`config.mk`:
```
export PLATFORM = sky130hd
export DESIGN_NAME = dual_i2c_target
export DESIGN_NICKNAME = d
export VERILOG_FILES = /design/src/rtl/dit_pkg.sv /design/src/rtl/dit_line_filter.sv /design/src/rtl/dit_pair_mux.sv /design/src/rtl/dit_proto.sv /design/src/rtl/dit_reg_bank.sv /design/src/rtl/dual_i2c_target.sv
export SDC_FILE = /design/constraint.sdc
export NUM_CORES = 1
export LEC_CHECK = 0
export BUFFER_PORTS_ARGS = -buffer_cell sky130_fd_sc_hd__buf_2
export CAP_MARGIN = 25
export CELL_PAD_IN_SITES_DETAIL_PLACEMENT = 1
export CELL_PAD_IN_SITES_GLOBAL_PLACEMENT = 2
export CORE_MARGIN = 5
export CORE_UTILIZATION = 42
export DETAILED_ROUTE_END_ITERATION = 16
export PLACE_DENSITY = 0.88
export SYNTH_ARGS = -nofsm -noshare
export SYNTH_HDL_FRONTEND = slang
export SYNTH_HIERARCHICAL = 1
export SYNTH_SLANG_ARGS = --single-unit
```
`constraint.sdc`:
```
create_clock -name clk_i -period 5.2 [get_ports clk_i]
set_input_delay 1.04 -clock clk_i [delete_from_list [all_inputs] [get_ports clk_i]]
set_output_delay 1.04 -clock clk_i [all_outputs]
set_load 0.005 [all_outputs]
```
`src/rtl/dit_pkg.sv`:
```
package dit_pkg;
  typedef enum logic [2:0] {
    ST_IDLE,
    ST_ADDR,
    ST_ADDR_ACK,
    ST_WR,
    ST_WR_ACK,
    ST_RD,
    ST_RD_ACK
  } dit_state_e;

  localparam int unsigned BYTE_W = 8;
endpackage

```
`src/rtl/dit_line_filter.sv`:
```
module dit_line_filter #(
  parameter int unsigned FILT_CYCLES = 3
) (
  input  logic clk_i,
  input  logic rst_ni,
  input  logic line_i,
  output logic line_o
);
  localparam int unsigned CNT_W = $clog2(FILT_CYCLES + 1);

  logic [1:0]       sync_q;
  logic [CNT_W-1:0] cnt_q;
  logic             out_q;

  always_ff @(posedge clk_i or negedge rst_ni) begin
    if (!rst_ni) begin
      sync_q <= 2'b11;
      cnt_q  <= '0;
      out_q  <= 1'b1;
    end else begin
      sync_q <= {sync_q[0], line_i};
      if (sync_q[1] == out_q) begin
        cnt_q <= '0;
      end else if (cnt_q == CNT_W'(FILT_CYCLES - 1)) begin
        // input has differed for FILT_CYCLES consecutive clocks
        out_q <= sync_q[1];
        cnt_q <= '0;
      end else begin
        cnt_q <= cnt_q + 1'b1;
      end
    end
  end

  assign line_o = out_q;
endmodule

```
`src/rtl/dit_pair_mux.sv`:
```
module dit_pair_mux (
  input  logic clk_i,
  input  logic rst_ni,
  input  logic sel_i,
  input  logic busy_i,
  input  logic scl_a_i,
  input  logic sda_a_i,
  input  logic scl_b_i,
  input  logic sda_b_i,
  input  logic oe_i,
  output logic scl_o,
  output logic sda_o,
  output logic sda_a_oe_o,
  output logic sda_b_oe_o,
  output logic sel_q_o
);
  logic [1:0] sel_sync_q;
  logic       sel_q;

  always_ff @(posedge clk_i or negedge rst_ni) begin
    if (!rst_ni) begin
      sel_sync_q <= 2'b00;
      sel_q      <= 1'b0;
    end else begin
      sel_sync_q <= {sel_sync_q[0], sel_i};
      if (!busy_i) sel_q <= sel_sync_q[1];
    end
  end

  assign scl_o      = sel_q ? scl_b_i : scl_a_i;
  assign sda_o      = sel_q ? sda_b_i : sda_a_i;
  assign sda_a_oe_o = oe_i & ~sel_q;
  assign sda_b_oe_o = oe_i & sel_q;
  assign sel_q_o    = sel_q;
endmodule

```
`src/rtl/dit_proto.sv`:
```
module dit_proto
  import dit_pkg::*;
#(
  parameter logic [6:0] ADDR0 = 7'h2A,
  parameter logic [6:0] ADDR1 = 7'h4C
) (
  input  logic              clk_i,
  input  logic              rst_ni,
  input  logic              scl_i,
  input  logic              sda_i,
  input  logic [BYTE_W-1:0] rdata0_i,
  input  logic [BYTE_W-1:0] rdata1_i,
  output logic              oe_o,
  output logic              busy_o,
  output logic              idle_o,
  output logic              bank_o,
  output logic              wr_en_o,
  output logic [BYTE_W-1:0] waddr_o,
  output logic [BYTE_W-1:0] wdata_o,
  output logic [BYTE_W-1:0] raddr_o
);
  dit_state_e        state_q;
  logic              scl_d, sda_d;
  logic [3:0]        cnt_q;
  logic [BYTE_W-1:0] sr_q, tx_q, ptr_q;
  logic              rw_q, ptr_ph_q, mack_q;
  logic              scl_rise, scl_fall, start_c, stop_c;
  logic [BYTE_W-1:0] rdata;
  logic              hit0, hit1;

  assign scl_rise = scl_i & ~scl_d;
  assign scl_fall = ~scl_i & scl_d;
  assign start_c  = scl_i & scl_d & sda_d & ~sda_i;
  assign stop_c   = scl_i & scl_d & ~sda_d & sda_i;
  assign rdata    = bank_o ? rdata1_i : rdata0_i;
  assign hit0     = (sr_q[7:1] == ADDR0);
  assign hit1     = (sr_q[7:1] == ADDR1);

  always_ff @(posedge clk_i or negedge rst_ni) begin
    if (!rst_ni) begin
      scl_d <= 1'b1;
      sda_d <= 1'b1;
    end else begin
      scl_d <= scl_i;
      sda_d <= sda_i;
    end
  end

  always_ff @(posedge clk_i or negedge rst_ni) begin
    if (!rst_ni) begin
      state_q  <= ST_IDLE;
      cnt_q    <= '0;
      sr_q     <= '0;
      tx_q     <= '0;
      ptr_q    <= '0;
      rw_q     <= 1'b0;
      ptr_ph_q <= 1'b0;
      mack_q   <= 1'b0;
      oe_o     <= 1'b0;
      busy_o   <= 1'b0;
      bank_o   <= 1'b0;
      wr_en_o  <= 1'b0;
      waddr_o  <= '0;
      wdata_o  <= '0;
    end else begin
      wr_en_o <= 1'b0;
      if (start_c) begin
        state_q <= ST_ADDR;
        cnt_q   <= '0;
        oe_o    <= 1'b0;
        busy_o  <= 1'b1;
      end else if (stop_c) begin
        state_q <= ST_IDLE;
        oe_o    <= 1'b0;
        busy_o  <= 1'b0;
      end else begin
        unique case (state_q)
          ST_IDLE: ;
          ST_ADDR: begin
            if (scl_rise) begin
              sr_q  <= {sr_q[6:0], sda_i};
              cnt_q <= cnt_q + 1'b1;
            end else if (scl_fall && cnt_q == 4'd8) begin
              if (hit0 || hit1) begin
                bank_o  <= hit1;
                rw_q    <= sr_q[0];
                oe_o    <= 1'b1;
                state_q <= ST_ADDR_ACK;
              end else begin
                state_q <= ST_IDLE;  // NACK: leave line released
              end
            end
          end
          ST_ADDR_ACK: begin
            if (scl_fall) begin
              cnt_q <= '0;
              if (rw_q) begin
                tx_q    <= rdata;
                oe_o    <= ~rdata[7];
                ptr_q   <= ptr_q + 1'b1;
                state_q <= ST_RD;
              end else begin
                oe_o     <= 1'b0;
                ptr_ph_q <= 1'b1;
                state_q  <= ST_WR;
              end
            end
          end
          ST_WR: begin
            if (scl_rise) begin
              sr_q  <= {sr_q[6:0], sda_i};
              cnt_q <= cnt_q + 1'b1;
            end else if (scl_fall && cnt_q == 4'd8) begin
              if (ptr_ph_q) begin
                ptr_q    <= sr_q;
                ptr_ph_q <= 1'b0;
              end else begin
                wr_en_o <= 1'b1;
                waddr_o <= ptr_q;
                wdata_o <= sr_q;
                ptr_q   <= ptr_q + 1'b1;
              end
              oe_o    <= 1'b1;
              state_q <= ST_WR_ACK;
            end
          end
          ST_WR_ACK: begin
            if (scl_fall) begin
              oe_o    <= 1'b0;
              cnt_q   <= '0;
              state_q <= ST_WR;
            end
          end
          ST_RD: begin
            if (scl_rise) begin
              cnt_q <= cnt_q + 1'b1;
            end else if (scl_fall) begin
              if (cnt_q == 4'd8) begin
                oe_o    <= 1'b0;
                state_q <= ST_RD_ACK;
              end else begin
                tx_q <= {tx_q[6:0], 1'b0};
                oe_o <= ~tx_q[6];
              end
            end
          end
          ST_RD_ACK: begin
            if (scl_rise) begin
              mack_q <= ~sda_i;
            end else if (scl_fall) begin
              if (mack_q) begin
                tx_q    <= rdata;
                oe_o    <= ~rdata[7];
                ptr_q   <= ptr_q + 1'b1;
                cnt_q   <= '0;
                state_q <= ST_RD;
              end else begin
                state_q <= ST_IDLE;
              end
            end
          end
          default: state_q <= ST_IDLE;
        endcase
      end
    end
  end

  assign raddr_o = ptr_q;
  assign idle_o  = (state_q == ST_IDLE);
endmodule

```
`src/rtl/dit_reg_bank.sv`:
```
module dit_reg_bank
  import dit_pkg::*;
#(
  parameter int unsigned NUM_CTRL = 4,
  parameter int unsigned NUM_STAT = 2
) (
  input  logic                       clk_i,
  input  logic                       rst_ni,
  input  logic                       wr_en_i,
  input  logic [BYTE_W-1:0]          waddr_i,
  input  logic [BYTE_W-1:0]          wdata_i,
  input  logic [BYTE_W-1:0]          raddr_i,
  input  logic [NUM_STAT*BYTE_W-1:0] stat_i,
  output logic [NUM_CTRL*BYTE_W-1:0] ctrl_o,
  output logic [BYTE_W-1:0]          rdata_o
);
  logic [BYTE_W-1:0] ctrl_q [NUM_CTRL];

  for (genvar g = 0; g < NUM_CTRL; g++) begin : g_ctrl
    always_ff @(posedge clk_i or negedge rst_ni) begin
      if (!rst_ni) ctrl_q[g] <= '0;
      else if (wr_en_i && waddr_i == BYTE_W'(g)) ctrl_q[g] <= wdata_i;
    end
    assign ctrl_o[g*BYTE_W +: BYTE_W] = ctrl_q[g];
  end

  always_comb begin
    rdata_o = '0;
    for (int i = 0; i < NUM_CTRL; i++)
      if (raddr_i == BYTE_W'(i)) rdata_o = ctrl_q[i];
    for (int i = 0; i < NUM_STAT; i++)
      if (raddr_i == BYTE_W'(NUM_CTRL + i)) rdata_o = stat_i[i*BYTE_W +: BYTE_W];
  end
endmodule

```
`src/rtl/dual_i2c_target.sv`:
```
module dual_i2c_target
  import dit_pkg::*;
#(
  parameter logic [6:0]  ADDR0       = 7'h2A,
  parameter logic [6:0]  ADDR1       = 7'h4C,
  parameter int unsigned NUM_CTRL    = 4,
  parameter int unsigned NUM_STAT    = 2,
  parameter int unsigned FILT_CYCLES = 3
) (
  input  logic                       clk_i,
  input  logic                       rst_ni,
  input  logic                       pair_sel_i,
  input  logic                       scl_a_i,
  input  logic                       sda_a_i,
  output logic                       sda_a_oe_o,
  input  logic                       scl_b_i,
  input  logic                       sda_b_i,
  output logic                       sda_b_oe_o,
  input  logic [NUM_STAT*BYTE_W-1:0] stat0_i,
  input  logic [NUM_STAT*BYTE_W-1:0] stat1_i,
  output logic [NUM_CTRL*BYTE_W-1:0] ctrl0_o,
  output logic [NUM_CTRL*BYTE_W-1:0] ctrl1_o
);
  localparam int unsigned N_LINES = 4;

  logic [N_LINES-1:0] raw, filt;
  logic               scl_s, sda_s, sel_q, busy, idle, sda_oe;
  logic               bank, wr_en;
  logic [BYTE_W-1:0]  waddr, wdata, raddr, rdata0, rdata1;

  assign raw = {sda_b_i, scl_b_i, sda_a_i, scl_a_i};

  for (genvar g = 0; g < N_LINES; g++) begin : g_filt
    dit_line_filter #(.FILT_CYCLES(FILT_CYCLES)) u_filt (
      .clk_i (clk_i),
      .rst_ni(rst_ni),
      .line_i(raw[g]),
      .line_o(filt[g])
    );
  end

  dit_pair_mux u_mux (
    .clk_i     (clk_i),
    .rst_ni    (rst_ni),
    .sel_i     (pair_sel_i),
    .busy_i    (busy),
    .scl_a_i   (filt[0]),
    .sda_a_i   (filt[1]),
    .scl_b_i   (filt[2]),
    .sda_b_i   (filt[3]),
    .oe_i      (sda_oe),
    .scl_o     (scl_s),
    .sda_o     (sda_s),
    .sda_a_oe_o(sda_a_oe_o),
    .sda_b_oe_o(sda_b_oe_o),
    .sel_q_o   (sel_q)
  );

  dit_proto #(.ADDR0(ADDR0), .ADDR1(ADDR1)) u_proto (
    .clk_i   (clk_i),
    .rst_ni  (rst_ni),
    .scl_i   (scl_s),
    .sda_i   (sda_s),
    .rdata0_i(rdata0),
    .rdata1_i(rdata1),
    .oe_o    (sda_oe),
    .busy_o  (busy),
    .idle_o  (idle),
    .bank_o  (bank),
    .wr_en_o (wr_en),
    .waddr_o (waddr),
    .wdata_o (wdata),
    .raddr_o (raddr)
  );

  dit_reg_bank #(.NUM_CTRL(NUM_CTRL), .NUM_STAT(NUM_STAT)) u_bank0 (
    .clk_i  (clk_i),
    .rst_ni (rst_ni),
    .wr_en_i(wr_en & ~bank),
    .waddr_i(waddr),
    .wdata_i(wdata),
    .raddr_i(raddr),
    .stat_i (stat0_i),
    .ctrl_o (ctrl0_o),
    .rdata_o(rdata0)
  );

  dit_reg_bank #(.NUM_CTRL(NUM_CTRL), .NUM_STAT(NUM_STAT)) u_bank1 (
    .clk_i  (clk_i),
    .rst_ni (rst_ni),
    .wr_en_i(wr_en & bank),
    .waddr_i(waddr),
    .wdata_i(wdata),
    .raddr_i(raddr),
    .stat_i (stat1_i),
    .ctrl_o (ctrl1_o),
    .rdata_o(rdata1)
  );
endmodule

```
==> results.toml, run 1 <==
[outcome]
outcome = "finished clean"

[sta]
finalMaxSlewViolations = 0
fin_worst_skew_ps = 8.64
finalSetupViolCount = 0
hold_viol = 0
post-route-min-period_ps = 2890
fmax_mhz = 346
rsz0062_at_grt = "no"
worstMarginPinSlew_ps = 959
final.setup.tns_ps = 0
finalCritPeriodShare_pct = 55.6
slew_headroom_pct = 36.1

[floorplan]
row_count = 48
core-area_mm2 = 0.0172
pin_count = 105
fp.dieH_um = 142
die_area_mm2 = 0.0202
start_util_pct = 42.6
dieWidth_um = 142

[final_layout]
utilization_pct = 49.7
num_antenna_cells = 0
instances_no_fill = 953
nFillCells = 1865
drive_above_1_share_pct = 41.5
num-nets-final = 757
syn_to_final_growth_pct = 16.7

[run]
cap_violations = 0

[power]
powerDensity_mw_per_mm2 = 343
irDropWorstVdd_mv = 0.255
finalPower_w = 0.00294
cellLeakagePower_nw = 4.08

[place]
dp_cells = 921
portBuffers = 104
gp_congestion = 0.855
dpl.hpwl_mm = 14.5

[min_path]
hold_class = "register to register"
hold_path_depth = 0
min_from = "u_mux/sel_sync_q[0]"
holdPathEnd = "u_mux/sel_sync_q[1]"

[setup_path]
cp.arrival_ps = 3190
cp_slowest_cell = "nor2_1"
crit_path_max_incr_delay_ps = 630
crit_path_end_kind = "register"
crit_path_cell_trace = "or4_1 -> nor2_1 -> o21ai_0 -> a21oi_1 -> mux2i_1 -> o211ai_1 -> o311ai_0 -> nand3_1 -> o2bb2ai_1"
worst_r2r_path_depth = 9
r2r_setup_slack_ps = 2310
required_ps = 5500
crit_fanout = 12
reg2reg_to = "u_proto/oe_o"
timing.rr.start = "u_proto/raddr_o[3]"
critPathKind = "register to register"
cp-start-kind = "register"

[logic_synthesis]
synthesis.nets = 656
avgSynthCellArea_um2 = 12.0
yosysWarnings = 6
syn_inst = 614
synthesis.area_mm2 = 0.00734

[clock_network]
ctsHtreeMaxLevel = 4
clkSinkCount = 142
clk_pin_slew_ps = 60
hold_buffers = 0
clkLatencyLatePin_ps = 430
post_cts_buffers = 0
root_buffer = "clkbuf_16"
cts_resized = 0
cts_max_path_buffers = 2
cts_buffers = 17
cts_tree = "done"

[global_routing]
grt_overflow = 0
antenna_found_initial = 0
grt_start_max_net_pins = 97
grt_pass1_wl_mm = 33.1
first_global_vias = 5733
grtUsageTotal_pct = 21.1

[route]
wl_mm = 20.9
num_vias = 5494
first_pass_iters = 5
avgRoutedWirePerCell_um = 21.9
initialDrtViolationCount = 285
drtAntennaViolNets = 0
viasPerCell = 5.76
drc = 0
-- cells in the final DEF (no fill, tap or decap), types with 6 or more instances in the layout --
cell	count
mux2_2	98
nand2_1	35
a31oi_1	9
nor3b_1	6
nor2_1	25
inv_1	15
o21ai_0	28
clkbuf_16	17
nand3_1	14
o22ai_1	19
nor2b_1	7
nand2b_1	12
mux2_4	14
a21oi_1	32
dfstp_2	14
buf_2	103
mux2i_1	29
dfrtp_1	128
-- registers in the layout (all words and copies together) (netlist names), 4 cells and up --
signal / flops
g_filt.u_filt/cnt_q: 8
g_filt.u_filt/line_o: 4
g_filt.u_filt/sync_q: 8
u_bank0/ctrl_o: 32
u_bank1/ctrl_o: 32
u_proto/cnt_q: 4
u_proto/raddr_o: 8
u_proto/sr_q: 8
u_proto/tx_q: 7
u_proto/waddr_o: 8
u_proto/wdata_o: 8
-- worst max-delay path by stage --
| stage | startpoint | end | slack (ps) | cells after the start |
|---|---|---|---|---|
| final | u_proto/raddr_o[3] | u_proto/oe_o | 2310 | 9 |
| after global routing | u_proto/raddr_o[3] | u_proto/oe_o | 2080 | 9 |
| after CTS | u_proto/raddr_o[3] | u_proto/oe_o | 2320 | 9 |
| after detailed placement | u_proto/raddr_o[3] | u_proto/oe_o | 2390 | 9 |
| after global placement | u_proto/raddr_o[3] | u_proto/oe_o | 2490 | 9 |
| after floorplan | u_proto/bank_o | u_bank0/ctrl_o[16] | 2920 | 5 |
-- critical path, delay by kind of cell, from the launching register on --
| family | cells | cell delay (ps) |
|---|---|---|
| simple gates | 3 | 1270 |
| compound gates | 5 | 910 |
| flops | 1 | 460 |
| mux | 1 | 130 |
-- metrics by stage --
stage	setup WS [ps]	hold WS, ps	instance area [µm²]
5_1_grt	2080	363	8570
2_1_floorplan	2920	331	7340
6_report	2310	352	8570
3_3_place_gp	2490	336	8000
3_5_place_dp	2390	340	8000
4_1_cts	2320	354	8570
-- where the power goes --
part           internal, W  leakage (nW)  switching, W
Combinational     0.000205          1.89      0.000223
Sequential         0.00121          1.91      0.000123
Clock             0.000687         0.278      0.000492
Total              0.00210          4.08      0.000838
-- per-layer routing --
layer  track usage [%]  share of wire, %  vias up
met5                 0                 0        -
met3              4.37               5.7       31
li1                  -                 -     2473
met1              27.7                44     2820
met4              6.97               2.1        0
met2              35.0                48      170
-- final cells by class --
class,count,area (µm²),share of cell area [%]
Inverter,15,56.3,0.657
Sequential cell,142,3570,41.7
Tap cell,225,282,3.28
Clock inverter,12,111,1.30
Clock buffer,20,457,5.33
Multi-Input combinational cell,431,3540,41.3
Timing Repair Buffer,108,557,6.50
Note: power is estimated with default switching activity, not from simulation.
==> inputs of run 2 (changes only) <==
--- a/config.mk
+++ b/config.mk
@@ -5,14 +5,15 @@
 export SDC_FILE = /design/constraint.sdc
 export NUM_CORES = 1
 export LEC_CHECK = 0
+export ABC_AREA = 1
 export BUFFER_PORTS_ARGS = -buffer_cell sky130_fd_sc_hd__buf_2
 export CAP_MARGIN = 25
 export CELL_PAD_IN_SITES_DETAIL_PLACEMENT = 1
 export CELL_PAD_IN_SITES_GLOBAL_PLACEMENT = 2
 export CORE_MARGIN = 5
-export CORE_UTILIZATION = 42
+export CORE_UTILIZATION = 31
 export DETAILED_ROUTE_END_ITERATION = 16
-export PLACE_DENSITY = 0.88
+export PLACE_DENSITY = 0.78
 export SYNTH_ARGS = -nofsm -noshare
 export SYNTH_HDL_FRONTEND = slang
 export SYNTH_HIERARCHICAL = 1
==> constraint.sdc (replaced) <==
create_clock -name clk_i -period 2.65 [get_ports clk_i]
set_input_delay 0.53 -clock clk_i [delete_from_list [all_inputs] [get_ports clk_i]]
set_output_delay 0.53 -clock clk_i [all_outputs]
set_load 0.005 [all_outputs]
==> run 2 against run 1 <==
Compared with the run above:
- sequential share of layout area is 2.6 points lower
- core utilization down 12 points
- fmax increased by 26%
- die area increased by 39%
- flip-flop and latch count stayed put
- via count up 17%
- final cell count increased by 45%
- register-to-register slack got worse by 1900 ps
- synthesized cell count rose by 52%
- setup slack got worse by 1900 ps
- count of clock-buffer cells in the layout decreased by 2
- critical path type unchanged
==> results.toml, run 2 <==
[power]
irDropWorstVdd_mv = 0.329
seq_power_share_pct = 42.7
power.internal_w = 0.00418
powerDensity_mw_per_mm2 = 689
p_sw_share_pct = 33.5
p_clk_share_pct = 38.2
cellLeakagePower_nw = 4.75
comb_power_share_pct = 19.1
switchingPower_w = 0.00211

[route]
num_vias = 6448
drtAntennaViolNets = 0
wl_mm = 22.6
initialDrtViolationCount = 298
viasPerCell = 4.66
avgRoutedWirePerCell_um = 16.4
first_pass_iters = 4
drc = 0

[sta]
setup_slack_ps = 360
worstMarginPinSlew_ps = 546
fin_worst_skew_ps = 12.5
rsz0062_at_grt = "no"
finalMaxSlewViolations = 0
slew_headroom_pct = 63.6
post-route-min-period_ps = 2290
hold_viol = 0
timing.hold.ws_ps = 41.6
finalSetupViolCount = 0
final.setup.tns_ps = 0
fmax_mhz = 437
finalCritPeriodShare_pct = 86.4

[place]
gp_congestion = 0.813
dpl.hpwl_mm = 17.2
portBuffers = 104
preCtsSetupSlack_ps = 399

[clock_network]
ctsHtreeMaxLevel = 4
cts_tree = "done"
clkSinkCount = 142
clk_pin_slew_ps = 70
root_buffer = "clkbuf_16"
clkLatencyLatePin_ps = 430
cts_resized = 0
post_cts_buffers = 0
cts_max_path_buffers = 2
cts_buffers = 17
hold_buffers = 0

[floorplan]
start_util_pct = 31.5
dieWidth_um = 167
fp.dieH_um = 167
core-area_mm2 = 0.0244
die_area_mm2 = 0.0280
pin_count = 105
row_count = 57

[setup_path]
cp_slowest_cell = "dfrtp_1"
cp.arrival_ps = 2610
cp-start-kind = "register"
cpLargestDelayFamily = "simple AND/OR/NAND/NOR gates"
required_ps = 2970
crit_path_end_kind = "register"
crit_top_cell = "nand2_1"
path_buf_inv = 2
worst_r2r_path_depth = 15
timing.rr.start = "u_proto/raddr_o[0]"
reg2reg_to = "u_proto/oe_o"
r2r_setup_slack_ps = 360
critPathKind = "register to register"
crit_path_max_incr_delay_ps = 680
crit_path_cell_trace = "nand2_1 -> nor2_4 -> nand3_1 -> nand2_1 -> a21oi_1 -> nand4_1 -> inv_1 -> nand2_1 -> o21ai_0 -> nand2_1 -> nand3_1 -> nand2_1 -> inv_1 -> nand3_1 -> nand2_1"
crit_fanout = 15

[global_routing]
grt_pass1_wl_mm = 37.0
first_global_vias = 6755
grt_overflow = 0
grtUsageTotal_pct = 16.5
grt_start_max_net_pins = 53
antenna_found_initial = 0

[final_layout]
num_antenna_cells = 0
multiInputGateArea_mm2 = 0.00349
syn_to_final_growth_pct = 18.9
final_cell_mix = "nand2_1 (284), dfrtp_1 (128), inv_1 (115)"
drive_above_1_share_pct = 28.3
layout_commonest_cell = "nand2_1"
register_area_mm2 = 0.00357
nFillCells = 2989
num-nets-final = 1089

[logic_synthesis]
synthesis.area_mm2 = 0.00768
yosysWarnings = 6
avgSynthCellArea_um2 = 8.23
synthesis.nets = 975
syn_inst = 933

[run]
cap_violations = 0

[min_path]
hold_class = "input pin to asynchronous set/reset pin"

[outcome]
outcome = "finished clean"
run 2: worst max-delay path by stage:
stage	startpoint	to	slack [ps]	cells after the start
2_1_floorplan	u_proto/raddr_o[2]	u_proto/oe_o	840	13
3_3_place_gp	u_proto/raddr_o[2]	u_proto/oe_o	470	14
3_5_place_dp	u_proto/raddr_o[2]	u_proto/oe_o	400	14
4_1_cts	u_proto/raddr_o[0]	u_proto/oe_o	350	15
5_1_grt	u_proto/raddr_o[0]	u_proto/oe_o	120	15
6_report	u_proto/raddr_o[0]	u_proto/oe_o	360	15
run 2: final cells by class:
class	instances	area share [%]
tap	324	4.44
timing repair buffer	111	6.62
multi-input combinational	650	38.3
inverter	125	5.14
sequential	142	39.1
clock buffer	18	4.81
clock inverter	14	1.60
run 2: through the flow:
stage	power, W	utilization, %	cells	instance area, µm²
6_report	0.00629	37.4	1384	9130
5_1_grt	0.00673	37.4	1384	9130
4_1_cts	0.00641	37.4	1384	9130
3_5_place_dp	0.00395	35.0	1352	8540
3_3_place_gp	0.00392	35.0	1352	8540
2_1_floorplan	0.00353	-	933	7680
run 2: power by group through the flow:
stage                     clock network (W)  registers (W)  logic (W)
after floorplan                           0        0.00265   0.000882
after global placement                    0        0.00272    0.00119
after detailed placement                  0        0.00273    0.00122
after CTS                           0.00248        0.00269    0.00123
after global routing                0.00258        0.00273    0.00142
final                               0.00240        0.00269    0.00120
run 2: worst reg2reg max path: stages, from the launching register on:
cell and delay [ps]:
dfrtp_1 680, nand2_1 290, nor2_4 260, nand3_1 100
nand2_1 70, a21oi_1 50, nand4_1 140, inv_1 60
nand2_1 50, o21ai_0 110, nand2_1 100, nand3_1 60
nand2_1 60, inv_1 40, nand3_1 60, nand2_1 50
run 2: routing by layer:
layer | track usage [%] | wire, µm | up-vias
li1 | - | - | 3214
met1 | 22.7 | 10800 | 3088
met2 | 27.0 | 10500 | 125
met3 | 3.21 | 1050 | 21
met4 | 3.81 | 230 | 0
met5 | 0 | 0 | -
==> inputs of run 3 (changes only) <==
--- a/config.mk
+++ b/config.mk
@@ -13,6 +13,7 @@
 export CORE_MARGIN = 5
 export CORE_UTILIZATION = 31
 export DETAILED_ROUTE_END_ITERATION = 16
+export HOLD_SLACK_MARGIN = 0.15
 export PLACE_DENSITY = 0.78
 export SYNTH_ARGS = -nofsm -noshare
 export SYNTH_HDL_FRONTEND = slang
==> run 3 against run 2 <==
Compared with the run above:
- clock power is essentially flat
- final cell count about the same
- global-route usage did not move
- core utilization about the same
- flip-flop and latch count did not move
- critical path depth unchanged
- non-clock buffer count grew 1
- fmax is 0.34% higher
==> results.toml, run 3 (synthesized netlist as in run 2, its figures left out) <==
[route]
num_vias = 6465
avgRoutedWirePerCell_um = 16.4
drc = 0
viasPerCell = 4.67
first_pass_iters = 4
drtAntennaViolNets = 0
initialDrtViolationCount = 306
wl_mm = 22.6

[clock_network]
cts_buffers = 17
ctsHtreeMaxLevel = 4
clk_pin_slew_ps = 70
root_buffer = "clkbuf_16"
cts_resized = 0
cts_tree = "done"
clkSinkCount = 142
cts_max_path_buffers = 2
clkLatencyLatePin_ps = 430

[global_routing]
antenna_found_initial = 0
first_global_vias = 6754
grt_overflow = 0
grt_start_max_net_pins = 53
grt_pass1_wl_mm = 37.0
grtUsageTotal_pct = 16.5

[power]
power.internal_w = 0.00418
comb_power_share_pct = 19.1
p_sw_share_pct = 33.4
p_clk_share_pct = 38.1
switchingPower_w = 0.00210
cellLeakagePower_nw = 4.75
seq_power_share_pct = 42.8
finalPower_w = 0.00629
irDropWorstVdd_mv = 0.329
powerDensity_mw_per_mm2 = 688

[sta]
hold_viol = 0
fmax_mhz = 438
slew_headroom_pct = 63.1
finalCritPeriodShare_pct = 86.1
finalSetupViolCount = 0
final.setup.tns_ps = 0
timing.hold.ws_ps = 195
fin_worst_skew_ps = 11.4
rsz0062_at_grt = "no"
worstMarginPinSlew_ps = 554
post-route-min-period_ps = 2280
finalMaxSlewViolations = 0

[setup_path]
worst_r2r_path_depth = 15
crit_top_cell = "nand2_1"
crit_fanout = 15
cp-start-kind = "register"
cp.arrival_ps = 2600
crit_path_cell_trace = "nand2_1 -> nor2_4 -> nand3_1 -> nand2_1 -> a21oi_1 -> nand4_1 -> inv_1 -> nand2_1 -> o21ai_0 -> nand2_1 -> nand3_1 -> nand2_1 -> inv_1 -> nand3_1 -> nand2_1"
crit_path_max_incr_delay_ps = 680
critPathKind = "register to register"
required_ps = 2970
crit_path_end_kind = "register"
cp_slowest_cell = "dfrtp_1"

[floorplan]
pin_count = 105
dieWidth_um = 167
core-area_mm2 = 0.0244
start_util_pct = 31.5
die_area_mm2 = 0.0280
fp.dieH_um = 167
row_count = 57

[min_path]
hold_path_depth = 1
hold_class = "input pin to register"

[final_layout]
num-nets-final = 1090
syn_to_final_growth_pct = 19.0
num_antenna_cells = 0
final_cell_mix = "nand2_1 (284), dfrtp_1 (128), inv_1 (115)"
drive_above_1_share_pct = 28.3
layout_commonest_cell = "nand2_1"

[place]
gp_congestion = 0.813
portBuffers = 104
dpl.hpwl_mm = 17.2

[run]
cap_violations = 0

[outcome]
outcome = "finished clean"
[run 3: layout make-up]
| type | instances | area (µm²) |
|---|---|---|
| clock buffer | 18 | 439 |
| clock inverter | 14 | 146 |
| fill | 2988 | 15300 |
| inverter | 125 | 469 |
| multi-input combinational | 650 | 3490 |
| sequential | 142 | 3570 |
| tap | 324 | 405 |
| timing repair buffer | 112 | 614 |
[run 3: metrics by stage]
stage	area (µm²)	instances	setup WS (ps)	utilization, %
finish	9140	1385	368	37.5
detailed placement	8540	1352	399	35.0
global route	9140	1385	115	37.5
floorplan	7680	933	838	-
CTS	9140	1385	354	37.5
global placement	8540	1352	466	35.0
[run 3: timing repair]
item	in CTS	in global routing
hold buffers	1	0
buffers inserted	0	0
hold endpoints to repair	42	0
setup endpoints to repair	0	0
[run 3: path summary, 6_finish.rpt]
path                                      from                         end  slack, ps
setup / recovery            u_proto/raddr_o[0]                u_proto/oe_o        370
hold / removal                         sda_b_i  g_filt[3].u_filt/sync_q[0]        200
setup reg to reg            u_proto/raddr_o[0]                u_proto/oe_o        370
hold reg to reg            u_mux/sel_sync_q[0]         u_mux/sel_sync_q[1]        350
max in group asynchronous               rst_ni  g_filt[1].u_filt/sync_q[0]       1330
min in group asynchronous               rst_ni           u_bank1/ctrl_o[2]        610
[run 3: power by group through the flow]
| stage | combinational [W] | sequential (W) | clock [W] |
|---|---|---|---|
| 6_report | 0.00120 | 0.00269 | 0.00240 |
| 5_1_grt | 0.00142 | 0.00273 | 0.00258 |
| 4_1_cts | 0.00123 | 0.00269 | 0.00248 |
| 3_5_place_dp | 0.00122 | 0.00273 | 0 |
| 3_3_place_gp | 0.00119 | 0.00272 | 0 |
| 2_1_floorplan | 0.000882 | 0.00265 | 0 |
[run 3: critical path, delay by kind of cell (launching register included)]
kind	cells	cell delay [ps]
and+or+nand+nor	11	1220
DFF	1	680
AOI/OAI and AO/OA	2	160
buffers and inverters	2	100
[run 3: layer usage]
metal,vias to the layer above,global-route usage [%],share of wire [%]
met5,-,0,0
met4,0,3.81,0.99
met3,18,3.18,4.6
met2,123,27.0,47
met1,3106,22.7,48
li1,3218,-,-
